### src/rtl/srt_pkg.sv
package srt_pkg;

  // Byte width is fixed by the bus protocol.
  localparam int BYTE_W = 8;

  typedef enum logic [2:0] {
    ST_IDLE,   // waiting for a start
    ST_ADDR,   // shifting in the address byte
    ST_AACK,   // driving the address acknowledge
    ST_WBYTE,  // shifting in a data byte
    ST_WACK,   // driving the data acknowledge
    ST_RBYTE,  // shifting out a register
    ST_RACK,   // listening for the master acknowledge
    ST_SKIP    // not addressed or read ended: stay silent
  } srt_state_e;

endpackage

### src/rtl/srt_line.sv
// Synchronizer plus one sample of history for one bus line.
module srt_line #(
  parameter int SYNC = 2
) (
  input  logic clk,
  input  logic rst_n,
  input  logic din,
  output logic cur,
  output logic prv
);
  logic [SYNC:0] sh;

  always_ff @(posedge clk or negedge rst_n) begin
    if (!rst_n) sh <= '1;   // released bus lines idle high
    else        sh <= {sh[SYNC-1:0], din};
  end

  assign cur = sh[SYNC-1];
  assign prv = sh[SYNC];
endmodule

### src/rtl/srt_bank.sv
// Register bank: one write port, one read port, flat view, update strobe.
module srt_bank #(
  parameter int NREGS = 16,
  parameter int BW    = 8,
  localparam int AW   = $clog2(NREGS)
) (
  input  logic                clk,
  input  logic                rst_n,
  input  logic                we,
  input  logic [AW-1:0]       waddr,
  input  logic [BW-1:0]       wdata,
  input  logic [AW-1:0]       raddr,
  output logic [BW-1:0]       rdata,
  output logic [NREGS*BW-1:0] flat,
  output logic                strobe,
  output logic [AW-1:0]       strobe_idx
);
  logic [BW-1:0] regs [NREGS];

  for (genvar g = 0; g < NREGS; g++) begin : g_reg
    always_ff @(posedge clk or negedge rst_n) begin
      if (!rst_n)                         regs[g] <= '0;
      else if (we && waddr == AW'(g))     regs[g] <= wdata;
    end
    assign flat[g*BW +: BW] = regs[g];
  end

  assign rdata = regs[raddr];

  always_ff @(posedge clk or negedge rst_n) begin
    if (!rst_n) begin
      strobe     <= 1'b0;
      strobe_idx <= '0;
    end else begin
      strobe     <= we;
      strobe_idx <= waddr;
    end
  end
endmodule

### src/rtl/serial_reg_target.sv
module serial_reg_target
  import srt_pkg::*;
#(
  parameter logic [6:0] DEV_ADDR = 7'h2A,
  parameter int         NREGS    = 16,
  parameter int         SYNC     = 2
) (
  input  logic                       clk,
  input  logic                       rst_n,
  input  logic                       scl_in,
  input  logic                       sda_in,
  output logic                       sda_oe,
  output logic [NREGS*BYTE_W-1:0]    reg_flat,
  output logic                       wr_strobe,
  output logic [$clog2(NREGS)-1:0]   wr_index
);
  localparam int AW = $clog2(NREGS);

  // ---- line conditioning ----
  logic scl_c, scl_p, sda_c, sda_p;

  srt_line #(.SYNC(SYNC)) u_scl (.clk(clk), .rst_n(rst_n), .din(scl_in), .cur(scl_c), .prv(scl_p));
  srt_line #(.SYNC(SYNC)) u_sda (.clk(clk), .rst_n(rst_n), .din(sda_in), .cur(sda_c), .prv(sda_p));

  logic scl_rise, scl_fall, start_det, stop_det;
  assign scl_rise  =  scl_c & ~scl_p;
  assign scl_fall  = ~scl_c &  scl_p;
  assign start_det =  scl_c &  scl_p &  sda_p & ~sda_c;
  assign stop_det  =  scl_c &  scl_p & ~sda_p &  sda_c;

  // ---- protocol state ----
  srt_state_e        state;
  logic [3:0]        cnt;       // bits done in the current byte, 0..8
  logic [BYTE_W-1:0] shreg;     // incoming byte
  logic [BYTE_W-1:0] txd;       // outgoing byte
  logic [AW-1:0]     ptr;
  logic              ptr_load;  // next written byte is the pointer
  logic              rw_q;
  logic              mack_q;    // master acknowledged the last read byte
  logic              oe_q;

  logic              bank_we;
  logic [BYTE_W-1:0] rdata;

  function automatic logic [AW-1:0] ptr_next(input logic [AW-1:0] p);
    return (p == AW'(NREGS-1)) ? '0 : p + 1'b1;
  endfunction

  assign bank_we = !start_det && !stop_det && scl_fall && state == ST_WBYTE &&
                   cnt == 4'd8 && !ptr_load;

  always_ff @(posedge clk or negedge rst_n) begin
    if (!rst_n) begin
      state    <= ST_IDLE;
      cnt      <= '0;
      shreg    <= '0;
      txd      <= '0;
      ptr      <= '0;
      ptr_load <= 1'b1;
      rw_q     <= 1'b0;
      mack_q   <= 1'b0;
      oe_q     <= 1'b0;
    end else if (start_det) begin
      state    <= ST_ADDR;
      cnt      <= '0;
      ptr_load <= 1'b1;
      oe_q     <= 1'b0;
    end else if (stop_det) begin
      state    <= ST_IDLE;
      oe_q     <= 1'b0;
    end else if (scl_rise) begin
      unique case (state)
        ST_ADDR, ST_WBYTE: begin
          shreg <= {shreg[BYTE_W-2:0], sda_c};
          cnt   <= cnt + 1'b1;
        end
        ST_RBYTE: cnt    <= cnt + 1'b1;
        ST_RACK:  mack_q <= ~sda_c;
        default: ;
      endcase
    end else if (scl_fall) begin
      unique case (state)
        ST_ADDR: if (cnt == 4'd8) begin
          if (shreg[7:1] == DEV_ADDR) begin
            state <= ST_AACK;
            oe_q  <= 1'b1;
            rw_q  <= shreg[0];
          end else begin
            state <= ST_SKIP;
          end
        end
        ST_AACK: begin
          cnt <= '0;
          if (rw_q) begin
            state <= ST_RBYTE;
            txd   <= rdata;
            oe_q  <= ~rdata[BYTE_W-1];
          end else begin
            state <= ST_WBYTE;
            oe_q  <= 1'b0;
          end
        end
        ST_WBYTE: if (cnt == 4'd8) begin
          state <= ST_WACK;
          oe_q  <= 1'b1;
          if (ptr_load) begin
            ptr      <= shreg[AW-1:0];
            ptr_load <= 1'b0;
          end else begin
            ptr <= ptr_next(ptr);
          end
        end
        ST_WACK: begin
          state <= ST_WBYTE;
          cnt   <= '0;
          oe_q  <= 1'b0;
        end
        ST_RBYTE: begin
          if (cnt == 4'd8) begin
            state <= ST_RACK;
            oe_q  <= 1'b0;
            ptr   <= ptr_next(ptr);
          end else begin
            oe_q  <= ~txd[3'(4'd7 - cnt)];
          end
        end
        ST_RACK: begin
          if (mack_q) begin
            state <= ST_RBYTE;
            cnt   <= '0;
            txd   <= rdata;
            oe_q  <= ~rdata[BYTE_W-1];
          end else begin
            state <= ST_SKIP;
            oe_q  <= 1'b0;
          end
        end
        default: ;
      endcase
    end
  end

  assign sda_oe = oe_q;

  srt_bank #(.NREGS(NREGS), .BW(BYTE_W)) u_bank (
    .clk        (clk),
    .rst_n      (rst_n),
    .we         (bank_we),
    .waddr      (ptr),
    .wdata      (shreg),
    .raddr      (ptr),
    .rdata      (rdata),
    .flat       (reg_flat),
    .strobe     (wr_strobe),
    .strobe_idx (wr_index)
  );
endmodule

### config.mk
export PLATFORM = sky130hd
export DESIGN_NAME = serial_reg_target
export DESIGN_NICKNAME = d
export VERILOG_FILES = /design/src/rtl/srt_pkg.sv /design/src/rtl/srt_line.sv /design/src/rtl/srt_bank.sv /design/src/rtl/serial_reg_target.sv
export SDC_FILE = /design/constraint.sdc
export NUM_CORES = 1
export LEC_CHECK = 0
export ABC_AREA = 1
export BUFFER_PORTS_ARGS = -buffer_cell sky130_fd_sc_hd__buf_2
export CORE_MARGIN = 2
export CORE_UTILIZATION = 49
export CTS_CLUSTER_DIAMETER = 30
export DETAILED_ROUTE_END_ITERATION = 10
export GPL_TIMING_DRIVEN = 1
export MAX_ROUTING_LAYER = met4
export PLACE_DENSITY = 0.81
export SLEW_MARGIN = 20
export SYNTH_ARGS = -nofsm -noshare
export SYNTH_HDL_FRONTEND = slang
export SYNTH_SLANG_ARGS = --single-unit
### constraint.sdc
create_clock -name clk -period 2.2 [get_ports clk]
set_input_delay 0.11 -clock clk [delete_from_list [all_inputs] [get_ports clk]]
set_output_delay 0.11 -clock clk [all_outputs]
set_load 0.02 [all_outputs]
==> out/results.txt <==
status -> complete, no violations
Worst EP required -> 2470 ps
cell with the most instances after synthesis -> nand2_1
Syn Std Cell Area -> 7970 um^2
max incr delay on CP -> 440 ps
Internal Power -> 5660 uW
reg2reg path depth -> 9
layout cells sized above 1 -> 20.2%
Layout area overhead -> 19.8%
GRT Total Usage -> 27.5%
Clk Latency, worst-skew pair -> 430 ps
static leakage -> 0.00482 uW
Synth Net Count -> 987
Synth top area share -> 51.2%
GP Congestion -> 0.926
Synth cell types -> 31
Largest delay share family, worst path -> simple AND/OR/NAND/NOR gates
gr ovfl total -> 0
Simple-Gate Fraction of Synth Area -> 21.9%
Achievable Freq -> 485 MHz
PostCTS Resize Cnt -> 0
# DRC -> 0
chip height -> 131 um
max_slew headroom -> 48.7%
CP endpoint kind -> flip-flop
Slew @ Worst Pin -> 768 ps
largest family of logic cells by synthesized area -> simple AND/OR/NAND/NOR gates
Sw Pwr -> 2280 uW
Post-Syn Instances -> 972
Final Hold Fails -> 0
vias in the first global route -> 6924
final setup fails -> 0
Max Root-Sink Buffers -> 2
crit start category -> flip-flop
FF-to-FF End -> u_bank.flat[88]
Reg power frac -> 43.9%
Initial Utilization -> 50.1%
Clock power frac -> 42.0%
mux cell area share after synthesis -> 0%
most frequent CP cell -> nand3_2
critical path class -> flip-flop to flip-flop
post-layout min period -> 2060 ps
RSZ-0062 raised after global routing -> true
DRT antenna net count -> 0
maxcap violations -> 0
# IOs -> 138
Worst Path Arrival -> 2330 ps
vias per cell -> 5.53
FILL cells -> 1391
clock sink total -> 170
Post CTS Setup Buffer Count -> 0
synth warn -> 0
H-tree depth -> 4
reg2reg start -> cnt[0]
worst ir drop on vdd -> 0.000565 V
routed via count -> 7353
largest cells by area after synthesis -> dfrtp_1 51%, o21ai_0 13%, nand2_1 12%
Final Total Pwr -> 7940 uW
Comb power frac -> 14.2%
crit path max-delay cell type -> dfrtp_1
leading area contributor after synthesis -> dfrtp_1
Switching Fraction -> 28.7%
Clock Skews -> 9.44 ps
Setup crit start -> cnt[0]
first-pass GRT wire length -> 36.6 mm
Crit path buffers/inverters -> 2
Async SR Flop Fraction -> 100%
number of I/O port buffers -> 137
worst setup path endpoint -> u_bank.flat[88]
Max Slew Vio Count -> 0
largest net degree at the start of global routing -> 63
nets -> 1116
post-DP HPWL -> 15.8 mm
reg2reg setup slack -> 140 ps
Antenna Cells -> 0
post-synthesis compound-gate area fraction -> 16.7%
final wirelength -> 22.9 mm
synth cell count leaders -> 248 x nand2_1, 205 x o21ai_0, 163 x dfrtp_1
setup TNS -> 0 ps
Final Cycle Share -> 93.7%
CTS tree -> yes
Cell Pwr Density -> 832 nW/um^2
CTS Buf Count -> 17
DR pass1 iterations -> 5
DR iter-0 viols -> 668
largest fanout on the critical path -> 16
main flop type after synthesis -> dfrtp_1
Finished Core Util -> 60.1%
Die W -> 131 um
cell count along the critical path -> 9
clock slew at reported path FFs -> 60 ps
drt wl/cell -> 17.3 um
adder and majority cell fraction of the synthesized area -> 1.73%
synthesized area per cell -> 8.19 um^2
Post-synth EDFFs -> 0
DIE AREA -> 17300 um^2
post-synthesis xor/xnor area fraction -> 0.110%
initial antenna violation count -> 0
CTS root buffer -> clkbuf_16
Seq/Total Area, Yosys -> 53.5%
number of core rows -> 46
Core ar. -> 15900 um^2
synthesis-stage register bit count -> 170
worst hold path class -> input pin to asynchronous set/reset pin
crit path cell chain -> inv_1 > ha_1 > nand3_2 > nor2_4 > nand3_4 > inv_2 > nand3_2 > nand2_1 > o21ai_0
metrics by stage:
stage	std cells	area (um^2)	worst slack [ps]	hold slack, ps
global placement	1295	8860	278	135
floorplan	972	7970	376	-186
detailed placement	1295	8860	185	135
CTS	1329	9540	141	252
global route	1329	9540	-24.1	295
finish	1329	9540	139	239
final cells by class:
class	count	area (um^2)	area share, %
Clock inverter	13	218	2.28
Timing Repair Buffer	161	905	9.48
Clock buffer	18	439	4.60
Tap cell	216	270	2.83
Inverter	62	233	2.44
Multi-Input combinational cell	689	3210	33.7
Sequential cell	170	4260	44.7
cell usage in the layout, fill, tap and decap left out, types with 3 or more instances in the layout:
| master | count |
|---|---|
| a21oi_1 | 12 |
| buf_2 | 136 |
| buf_4 | 19 |
| bufinv_16 | 5 |
| clkbuf_16 | 17 |
| clkinvlp_4 | 3 |
| dfrtp_1 | 162 |
| dfstp_2 | 7 |
| dlygate4sd3_1 | 3 |
| ha_1 | 11 |
| inv_1 | 57 |
| inv_2 | 4 |
| nand2_1 | 248 |
| nand2_2 | 13 |
| nand3_1 | 24 |
| nand3_2 | 5 |
| nand4_1 | 3 |
| nor2_1 | 112 |
| nor2_4 | 4 |
| nor3_1 | 10 |
| o21ai_0 | 205 |
| o21ai_1 | 10 |
| o22ai_1 | 20 |
power by group through the flow:
stage,clock network (uW),logic (uW),registers (uW)
floorplan,0,762,3480
global placement,0,1090,3530
detailed placement,0,1110,3540
CTS,3340,1120,3480
global route,3490,1280,3510
finish,3330,1120,3480
flip-flops by register name, summed over array words and instances, names as in the netlist:
name / cells
shreg: 8
u_scl.sh: 3
u_sda.sh: 3
sda_oe: 1
cnt: 4
ptr_load: 1
state: 3
rw_q: 1
mack_q: 1
txd: 8
u_bank.strobe: 1
ptr: 4
u_bank.strobe_idx: 4
u_bank.flat: 128
layer usage:
layer	GRT usage (%)	share of wire [%]	up-vias
li1	-	-	3444
met1	37.7	43	3489
met4	10.4	2.6	0
met2	41.4	46	374
met3	4.63	8.6	46
met5	-	0	-
worst register-to-register path: stages (launching register included):
cell     delay, ps
dfrtp_1        440
inv_1          200
ha_1           200
nand3_2        120
nor2_4         150
nand3_4        140
inv_2          170
nand3_2        250
nand2_1        130
o21ai_0         90
cells by family (layout without fill, tap and decap cells):
| kind of cell | count (synthesis) | count (layout) |
|---|---|---|
| buf+inv | 113 | 254 |
| flops | 170 | 170 |
| fa+ha+maj | 11 | 11 |
| xor+xnor | 1 | 1 |
| compound gates | 256 | 256 |
| simple gates | 421 | 421 |
worst min path at each step:
| stage | end |
|---|---|
| 6_report | u_bank.flat[46] |
| 5_1_grt | u_bank.flat[46] |
| 4_1_cts | u_bank.flat[54] |
| 3_5_place_dp | u_bank.flat[54] |
| 3_3_place_gp | u_bank.flat[38] |
| 2_1_floorplan | cnt[0] |
repair_timing:
item | 4_1_cts | 5_1_grt
endpoints found under the hold margin | 60 | 0
hold buffers | 3 | 0
endpoints found under the setup margin | 0 | 7
Power figures use the tool's default switching activity.
